### config.mk
export PLATFORM = sky130hd
export DESIGN_NAME = rd_resp_gen
export DESIGN_NICKNAME = d
export VERILOG_FILES = /design/src/rtl/rrg_pkg.sv /design/src/rtl/rrg_len_calc.sv /design/src/rtl/rrg_hdr_build.sv /design/src/rtl/rd_resp_gen.sv
export SDC_FILE = /design/constraint.sdc
export NUM_CORES = 1
export LEC_CHECK = 0
export ABC_AREA = 1
export ABC_CLOCK_PERIOD_IN_PS = 2900
export BUFFER_PORTS_ARGS = -buffer_cell sky130_fd_sc_hd__buf_2
export CAP_MARGIN = 20
export CORE_AREA = 2 2 172 174
export DETAILED_ROUTE_END_ITERATION = 12
export DIE_AREA = 0 0 174 176
export PLACE_DENSITY_LB_ADDON = 0.15
export SETUP_SLACK_MARGIN = 0.1
export SYNTH_ARGS = -nofsm -noshare
export SYNTH_HDL_FRONTEND = slang
export SYNTH_SLANG_ARGS = --single-unit
### constraint.sdc
create_clock -name clk -period 2.9 [get_ports clk]
set_input_delay 0.87 -clock clk [delete_from_list [all_inputs] [get_ports clk]]
set_output_delay 0.87 -clock clk [all_outputs]
set_load 0.01 [all_outputs]
### src/rtl/rrg_pkg.sv
package rrg_pkg;

    localparam int ID_W   = 16;
    localparam int TAG_W  = 8;
    localparam int SIZE_W = 9;
    localparam int HDR_W  = 115;

    localparam logic [1:0] PRIO_TOP     = 2'b11;
    localparam logic [1:0] TT_ID16      = 2'b01;
    localparam logic [3:0] FTYPE_RESP   = 4'b1101;
    localparam logic [3:0] TTYPE_DATA   = 4'b1000;
    localparam logic [3:0] TTYPE_NODATA = 4'b0000;
    localparam logic [3:0] STAT_DONE    = 4'b0000;
    localparam logic [3:0] STAT_ERROR   = 4'b0111;

    // decoded read request
    typedef struct packed {
        logic [ID_W-1:0]   src;
        logic [ID_W-1:0]   dst;
        logic [1:0]        prio;
        logic [TAG_W-1:0]  tag;
        logic [SIZE_W-1:0] bytes;
    } rrg_req_t;

    // response header, MSB first; the packing order is the wire layout
    typedef struct packed {
        logic [SIZE_W-1:0] size;    // [114:106]
        logic              vc;      // [105]
        logic              crf;     // [104]
        logic [1:0]        prio;    // [103:102]
        logic [1:0]        tt;      // [101:100]
        logic [3:0]        ftype;   // [99:96]
        logic [ID_W-1:0]   dst;     // [95:80]
        logic [ID_W-1:0]   src;     // [79:64]
        logic [3:0]        ttype;   // [63:60]
        logic [3:0]        status;  // [59:56]
        logic [TAG_W-1:0]  tag;     // [55:48]
        logic [47:0]       rsvd;    // [47:0]
    } rrg_hdr_t;

endpackage

### src/rtl/rrg_len_calc.sv
module rrg_len_calc
    import rrg_pkg::*;
#(
    parameter int DATA_W    = 128,
    parameter int MAX_BYTES = 256,
    localparam int BPB      = DATA_W / 8,
    localparam int EMPTY_W  = $clog2(BPB),
    localparam int BEAT_W   = $clog2(MAX_BYTES / BPB + 1)
) (
    input  logic [SIZE_W-1:0]  bytes,
    output logic [BEAT_W-1:0]  beats,
    output logic [EMPTY_W-1:0] last_empty,
    output logic               len_bad
);

    logic [SIZE_W:0] rounded;

    always_comb begin
        rounded    = {1'b0, bytes} + (SIZE_W + 1)'(BPB - 1);
        beats      = BEAT_W'(rounded >> EMPTY_W);
        last_empty = ~bytes[EMPTY_W-1:0] + EMPTY_W'(1);
        len_bad    = (bytes == '0) || (int'(bytes) > MAX_BYTES);
    end

endmodule

### src/rtl/rrg_hdr_build.sv
module rrg_hdr_build
    import rrg_pkg::*;
(
    input  rrg_req_t req,
    input  logic     len_bad,
    output rrg_hdr_t hdr,
    output logic     err
);

    always_comb begin
        err        = len_bad || (req.prio == PRIO_TOP);
        hdr        = '0;
        hdr.vc     = 1'b0;
        hdr.crf    = 1'b0;
        hdr.tt     = TT_ID16;
        hdr.ftype  = FTYPE_RESP;
        hdr.dst    = req.src;
        hdr.src    = req.dst;
        hdr.tag    = req.tag;
        if (err) begin
            hdr.size   = '0;
            hdr.prio   = PRIO_TOP;
            hdr.ttype  = TTYPE_NODATA;
            hdr.status = STAT_ERROR;
        end else begin
            hdr.size   = req.bytes;
            hdr.prio   = req.prio + 2'd1;
            hdr.ttype  = TTYPE_DATA;
            hdr.status = STAT_DONE;
        end
    end

endmodule

### src/rtl/rd_resp_gen.sv
module rd_resp_gen
    import rrg_pkg::*;
#(
    parameter int DATA_W    = 128,
    parameter int MAX_BYTES = 256,
    localparam int BPB      = DATA_W / 8,
    localparam int EMPTY_W  = $clog2(BPB)
) (
    input  logic               clk,
    input  logic               rst_n,
    input  logic               req_valid,
    output logic               req_ready,
    input  logic [15:0]        req_src_id,
    input  logic [15:0]        req_dst_id,
    input  logic [1:0]         req_prio,
    input  logic [7:0]         req_tid,
    input  logic [8:0]         req_bytes,
    input  logic               rd_valid,
    output logic               rd_ready,
    input  logic [DATA_W-1:0]  rd_data,
    output logic               hdr_valid,
    input  logic               hdr_ready,
    output logic [114:0]       hdr_data,
    output logic               pl_valid,
    input  logic               pl_ready,
    output logic [DATA_W-1:0]  pl_data,
    output logic               pl_sop,
    output logic               pl_eop,
    output logic [EMPTY_W-1:0] pl_empty
);

    localparam int BEAT_W = $clog2(MAX_BYTES / BPB + 1);

    typedef struct packed {
        logic               busy;
        logic               hdr_pend;
        logic               first;
        logic [BEAT_W-1:0]  left;
        logic [EMPTY_W-1:0] last_empty;
        rrg_hdr_t           hdr;
    } state_t;

    state_t state_d, state_q;

    rrg_req_t           req;
    rrg_hdr_t           new_hdr;
    logic               new_err;
    logic               len_bad;
    logic [BEAT_W-1:0]  new_beats;
    logic [EMPTY_W-1:0] new_empty;
    logic               owed;
    logic               take_req;
    logic               hdr_fire;
    logic               beat_fire;

    assign req = '{src: req_src_id, dst: req_dst_id, prio: req_prio,
                   tag: req_tid, bytes: req_bytes};

    rrg_len_calc #(.DATA_W(DATA_W), .MAX_BYTES(MAX_BYTES)) u_len (
        .bytes      (req_bytes),
        .beats      (new_beats),
        .last_empty (new_empty),
        .len_bad    (len_bad)
    );

    rrg_hdr_build u_hdr (
        .req     (req),
        .len_bad (len_bad),
        .hdr     (new_hdr),
        .err     (new_err)
    );

    // handshake terms
    assign owed      = state_q.busy && (state_q.left != '0);
    assign req_ready = !state_q.busy;
    assign take_req  = req_valid && req_ready;
    assign hdr_valid = state_q.hdr_pend;
    assign hdr_data  = state_q.hdr;
    assign hdr_fire  = hdr_valid && hdr_ready;
    assign pl_valid  = owed && rd_valid;
    assign rd_ready  = owed && pl_ready;
    assign beat_fire = pl_valid && pl_ready;
    assign pl_data   = rd_data;
    assign pl_sop    = state_q.first;
    assign pl_eop    = (state_q.left == BEAT_W'(1));
    assign pl_empty  = pl_eop ? state_q.last_empty : '0;

    always_comb begin
        state_d = state_q;
        if (take_req) begin
            state_d.busy       = 1'b1;
            state_d.hdr_pend   = 1'b1;
            state_d.first      = 1'b1;
            state_d.hdr        = new_hdr;
            state_d.left       = new_err ? '0 : new_beats;
            state_d.last_empty = new_err ? '0 : new_empty;
        end else if (state_q.busy) begin
            if (hdr_fire) begin
                state_d.hdr_pend = 1'b0;
            end
            if (beat_fire) begin
                state_d.left  = state_q.left - BEAT_W'(1);
                state_d.first = 1'b0;
            end
            if (!state_d.hdr_pend && (state_d.left == '0)) begin
                state_d.busy = 1'b0;
            end
        end
    end

    always_ff @(posedge clk or negedge rst_n) begin
        if (!rst_n) begin
            state_q <= '0;
        end else begin
            state_q <= state_d;
        end
    end

endmodule

==> out/metrics.cfg, run 1 <==
[outcome]
outcome = completed

[timing]
finalHoldViolCount = 0
setup_tns_ns = 0
clock_skew_ns = 0.00391
rsz0062_at_grt = no
whs_ns = 0.417
relSlewSlack = 0.595
finalSetupViolCount = 0
min_period_over_period = 0.868
tightest_slew_ns = 0.607
period_minus_slack_ns = 2.52
slew_violations = 0
fmax_ghz = 0.397

[global_routing]
grt_max_degree = 49
antenna_found_initial = 1
grt_pass1_vias = 2912
grt_pass1_wl_microns = 20300
overflow = 0
grt.total_usage = 0.0913

[clocking]
clock_latency_ns = 0.34
clkTransAtPathRegs_ns = 0.06
cts_hold_buffers = 0
cts.path.max_buffers = 2
clock_sinks = 65
numCtsBuffers = 9
cts_tree = yes
root_buffer = clkbuf_16
post_cts_buffers = 0
cts_resized = 0
h-tree-depth = 3

[floorplan]
die-area_sq_um = 30600
row_count = 62
core_sq_um = 28500
die_x_microns = 174
ios = 438
start_util = 0.168
floorplan.die.height_microns = 176

[place]
place.gp.congestion = 0.686
hpwl_microns = 11300
port_buffers = 125

[synthesis]
synth_edf_count = 0
synth-compound-area-share = 0.0350
synth_xor_area_frac = 0.0112
seq_area_frac_synth = 0.339
synth_fa_ha_area_frac = 0.0130
ys_warn_count = 0
syn_area_per_cell_sq_um = 8.08
synth-seq-cells = 65
synth_top_family_by_area = buffers and inverters
synth_flop_cell = dfrtp_1
synthCells = 594
synth.distinct_cells = 33
synthMuxAreaShare = 0
async_flop_share = 1.00
synth-simple-area-share = 0.184
syn-cell-area_sq_um = 4800

[critical_path]
end_kind = output pin
crit_type = reg2out
cp_max_fo = 5
start_kind = register
crit_required_ns = 2.03
critPathArrivalTime_ns = 1.65

[job]
cap_violations = 0

[route]
drt-total-wl_microns = 14300
drc = 0
ant_nets = 0
vias_per_cell = 3.20
first_pass_iters = 4
routedWlPerCell_microns = 15.4
first_iter_violations = 101
vias = 2957

[hold_path]
hold_path_class = in2async

[final_layout]
drive_above_1_share = 0.311
antenna_cells = 0
final_common_cell = nand2_1
area_delta_synth_final_pct = -3.96
fin_nets = 725
final_cell_mix = nand2_1 (161), buf_2 (124), dfrtp_1 (65), conb_1 (56), inv_1 (25)

[pwr]
vdd_drop_max_mv = 0.242
leakage_nw = 2.48
powerDensity_nw_per_um2 = 955

## synthesized netlist by cell type, types with 2 or more instances
cell / instances / share of area
nor2_2: 2 / 0.0026
inv_2: 5 / 0.0039
nor2_4: 2 / 0.0047
o21ai_2: 3 / 0.0055
nand3_1: 16 / 0.017
clkbuf_1: 7 / 0.0055
a21oi_1: 2 / 0.0021
buf_4: 243 / 0.38
nand2_1: 161 / 0.13
xnor2_1: 2 / 0.0037
o21ai_1: 2 / 0.0021
ha_1: 5 / 0.013
dfrtp_1: 65 / 0.34
nor2_1: 19 / 0.015
inv_1: 25 / 0.020
o21ai_0: 8 / 0.0083
nand4_1: 5 / 0.0065
buf_2: 4 / 0.0042
o22ai_2: 4 / 0.010
## through the flow
step | power [mW] | cell area (sq um) | worst slack, ns | instances | util
6_report | 4.40 | 4610 | 0.384 | 924 | 0.161
5_1_grt | 4.81 | 4610 | 0.169 | 924 | 0.161
4_1_cts | 4.53 | 4610 | 0.291 | 924 | 0.161
3_5_place_dp | 3.25 | 4280 | 0.417 | 908 | 0.150
3_3_place_gp | 3.28 | 4280 | 0.444 | 908 | 0.150
2_1_floorplan | 3.19 | 5000 | 0.713 | 649 | -
## worst max-delay path, cell delays in order (launching register included)
cell	delay [ns]
dfrtp_1	0.43
nor2_2	0.22
nand3_1	0.27
nor2_1	0.22
buf_2	0.17
## final cells by class
| class | instances | area (sq um) |
|---|---|---|
| timing repair buffer | 130 | 678 |
| fill | 3327 | 23900 |
| inverter | 30 | 113 |
| clock buffer | 11 | 253 |
| multi-input combinational | 299 | 1380 |
| clock inverter | 5 | 77.6 |
| sequential | 65 | 1630 |
| tap | 384 | 480 |
## sequential cells by signal, indices dropped and copies added (netlist names)
| signal | count |
|---|---|
| hdr_valid | 1 |
| pl_sop | 1 |
| state_q | 10 |
| hdr_data | 53 |
## power breakdown
| part | total, mW | internal, mW | switching [mW] |
|---|---|---|---|
| combinational | 1.64 | 0.620 | 1.02 |
| clock | 1.23 | 0.797 | 0.428 |
| sequential | 1.54 | 1.31 | 0.227 |
## cells by family (layout without fill, tap and decap cells)
logic type / Yosys count / in the layout
AO/OA/AOI/OAI: 23 / 23
XOR/XNOR: 4 / 4
adder cells (fa/ha/maj): 5 / 5
buffers and inverters: 285 / 176
flip-flops: 65 / 65
other: 1 / 56
AND/OR/NAND/NOR: 211 / 211
## worst paths after layout
kind                         startpoint           end  slack, ns  depth (start not counted)
setup / recovery           state_q[122]   pl_empty[0]       0.38                          4
hold / removal                    rst_n  hdr_data[72]       0.42                          1
setup reg to reg           state_q[119]  state_q[126]       1.14                         12
hold reg to reg            hdr_data[49]  hdr_data[49]       0.46                          2
max in group asynchronous         rst_n  hdr_data[66]       1.90                          2
min in group clk           hdr_data[49]  hdr_data[49]       0.46                          2
## metal layers
metal | GRT usage | vias up | wire length (microns)
li1 | - | 1401 | -
met5 | 0 | - | 13
met3 | 0.0500 | 57 | 1680
met1 | 0.0959 | 1308 | 5310
met4 | 0.0508 | 2 | 613
met2 | 0.146 | 189 | 6660
Power figures use the tool's default switching activity.
==> inputs of run 2 (changes only) <==
Settings changed: ABC_AREA 1 to not set, CAP_MARGIN 20 to not set, CORE_AREA 2 2 172 174 to 2 2 171 173, DIE_AREA 0 0 174 176 to 0 0 173 175, GPL_ROUTABILITY_DRIVEN set to 0.
==> run 2 against run 1 <==
Non-clock buffer count rose by 2; via count fell by 3.7%; worst setup slack got worse by 0.080 ns; utilization fell by 0.28 points; largest cell class unchanged.
==> out/metrics.cfg, run 2 <==
[place]
port_buffers = 125
hpwl_microns = 11200
dp.cells = 861

[synthesis]
yosys.area.top_type_share = 0.389
seq_area_frac_synth = 0.345
synth.distinct_cells = 44
synthCells = 548
synth_area_leaders = buf_4 (39%), dfrtp_1 (35%), nand2_1 (10%), ha_1 (1.3%), a22o_1 (1.1%)
synth_flop_cell = dfrtp_1
synth-seq-cells = 65
synth_largest_area_cell = buf_4
syn_area_per_cell_sq_um = 8.60
async_flop_share = 1.00
ys_warn_count = 0
synth_common_cells = buf_4 (244), nand2_1 (128), dfrtp_1 (65), nor2_1 (13), clkbuf_1 (10)
yosysMostFrequentCell = buf_4
synth_edf_count = 0
syn-cell-area_sq_um = 4710

[clocking]
cts_resized = 0
root_buffer = clkbuf_16
clock_latency_ns = 0.33
clkTransAtPathRegs_ns = 0.06
cts_hold_buffers = 0
post_cts_buffers = 0
numCtsBuffers = 9
cts_tree = yes
cts.path.max_buffers = 2
h-tree-depth = 3
clock_sinks = 65

[pwr]
finalPower_mw = 4.09
vdd_drop_max_mv = 0.190
powerDensity_nw_per_um2 = 909
leakage_nw = 2.36

[final_layout]
largest_reg_flops = 53
final_cells = 876
final_common_cell = nand2_1
fin_nets = 678
drive_above_1_share = 0.325
fillers = 3290
utilization = 0.159
final_cell_mix = nand2_1 (128), buf_2 (124), dfrtp_1 (65), conb_1 (56), nor2_1 (13)
antenna_cells = 0
area_delta_synth_final_pct = -4.51

[timing]
whs_ns = 0.466
rsz0062_at_grt = no
relSlewSlack = 0.601
period_minus_slack_ns = 2.60
tightest_slew_ns = 0.598
min_period_over_period = 0.895
slew_violations = 0
finalHoldViolCount = 0
fmax_ghz = 0.385
finalSetupViolCount = 0
clock_skew_ns = 0.00810
setup_tns_ns = 0

[route]
drt-total-wl_microns = 14000
vias_per_cell = 3.25
routedWlPerCell_microns = 15.9
first_pass_iters = 4
ant_nets = 0
drc = 0
vias = 2848
first_iter_violations = 130

[floorplan]
start_util = 0.166
floorplan.die.height_microns = 175
die-area_sq_um = 30300
ios = 438
die_x_microns = 173
core_sq_um = 28400
row_count = 62

[global_routing]
antenna_found_initial = 0
grt.total_usage = 0.0893
grt_pass1_vias = 2778
top_usage_layer = met2
grt.met2_usage = 0.146
met3_usage = 0.0616
grt_max_degree = 44
met1_usage = 0.0849
overflow = 0
grt_pass1_wl_microns = 19600

[critical_path]
end_kind = output pin
cp_max_fo = 5
crit_required_ns = 2.03
critPathArrivalTime_ns = 1.73
start_kind = register
crit_type = reg2out

[outcome]
outcome = completed

[hold_path]
hold_path_class = reg2reg

[job]
cap_violations = 0

-- run 2: cell count changes in the layout (fill, tap and decap cells not counted), moves of 5 or more --
| cell | before | now |
|---|---|---|
| nand3_1 | 16 | 3 |
| o21ai_0 | 8 | 2 |
| inv_2 | 5 | 0 |
| nand2_1 | 161 | 128 |
| a22o_2 | 0 | 5 |
| nand2b_1 | 0 | 5 |
| a22o_1 | 0 | 6 |
| nor2_1 | 19 | 13 |
| inv_1 | 25 | 7 |
-- run 2: worst paths after layout --
kind                         startpoint            end  slack (ns)  cells after the start
max                        state_q[120]    pl_empty[3]        0.30                      6
min                        hdr_data[80]   hdr_data[80]        0.47                      2
max reg2reg                state_q[126]   state_q[118]        0.97                      4
min reg2reg                hdr_data[80]   hdr_data[80]        0.47                      2
max in group asynchronous         rst_n  hdr_data[110]        1.77                      2
min in group asynchronous         rst_n   hdr_data[70]        0.55                      1
-- run 2: layout make-up --
| cell class | instances | area (sq um) | share of cell area |
|---|---|---|---|
| inverter | 7 | 26.3 | 0.00584 |
| clock buffer | 14 | 294 | 0.0653 |
| sequential | 65 | 1630 | 0.361 |
| tap | 384 | 480 | 0.107 |
| multi-input combinational | 273 | 1370 | 0.305 |
| clock inverter | 1 | 7.51 | 0.00167 |
| timing repair buffer | 132 | 693 | 0.154 |
-- run 2: metrics by stage --
step | instance area, sq um | setup WS (ns)
3_3_place_gp | 4200 | 0.392
2_1_floorplan | 4920 | 0.554
5_1_grt | 4500 | 0.154
6_report | 4500 | 0.304
4_1_cts | 4500 | 0.251
3_5_place_dp | 4200 | 0.361
-- run 2: report_power, final --
group | switching [mW] | total [mW] | internal [mW]
clock network | 0.407 | 1.10 | 0.691
logic | 0.803 | 1.41 | 0.605
registers | 0.279 | 1.58 | 1.31
-- run 2: per-layer routing --
metal	up-vias	routed length, microns
li1	1306	-
met1	1291	4700
met2	210	6800
met3	41	2030
met4	0	439
met5	-	0
-- run 2: worst max-delay path, cell delays in order (launching register included) --
cell and delay, ns:
dfrtp_1 0.43, inv_1 0.11, ha_1 0.14, nor4b_1 0.23, buf_4 0.20, and2_1 0.13
buf_2 0.14
-- run 2: kinds of logic (layout without fill, tap and decap cells) --
kind of cell | count (synthesis) | count (layout) | synth area share
other | 1 | 56 | 0.000795
buffers and inverters | 265 | 154 | 0.410
adders and majority gates | 5 | 5 | 0.0133
and+or+nand+nor | 174 | 174 | 0.165
xor gates and xnor gates | 7 | 7 | 0.0130
DFF | 65 | 65 | 0.345
muxes | 1 | 1 | 0.00212
AOI/OAI and AO/OA | 30 | 30 | 0.0512
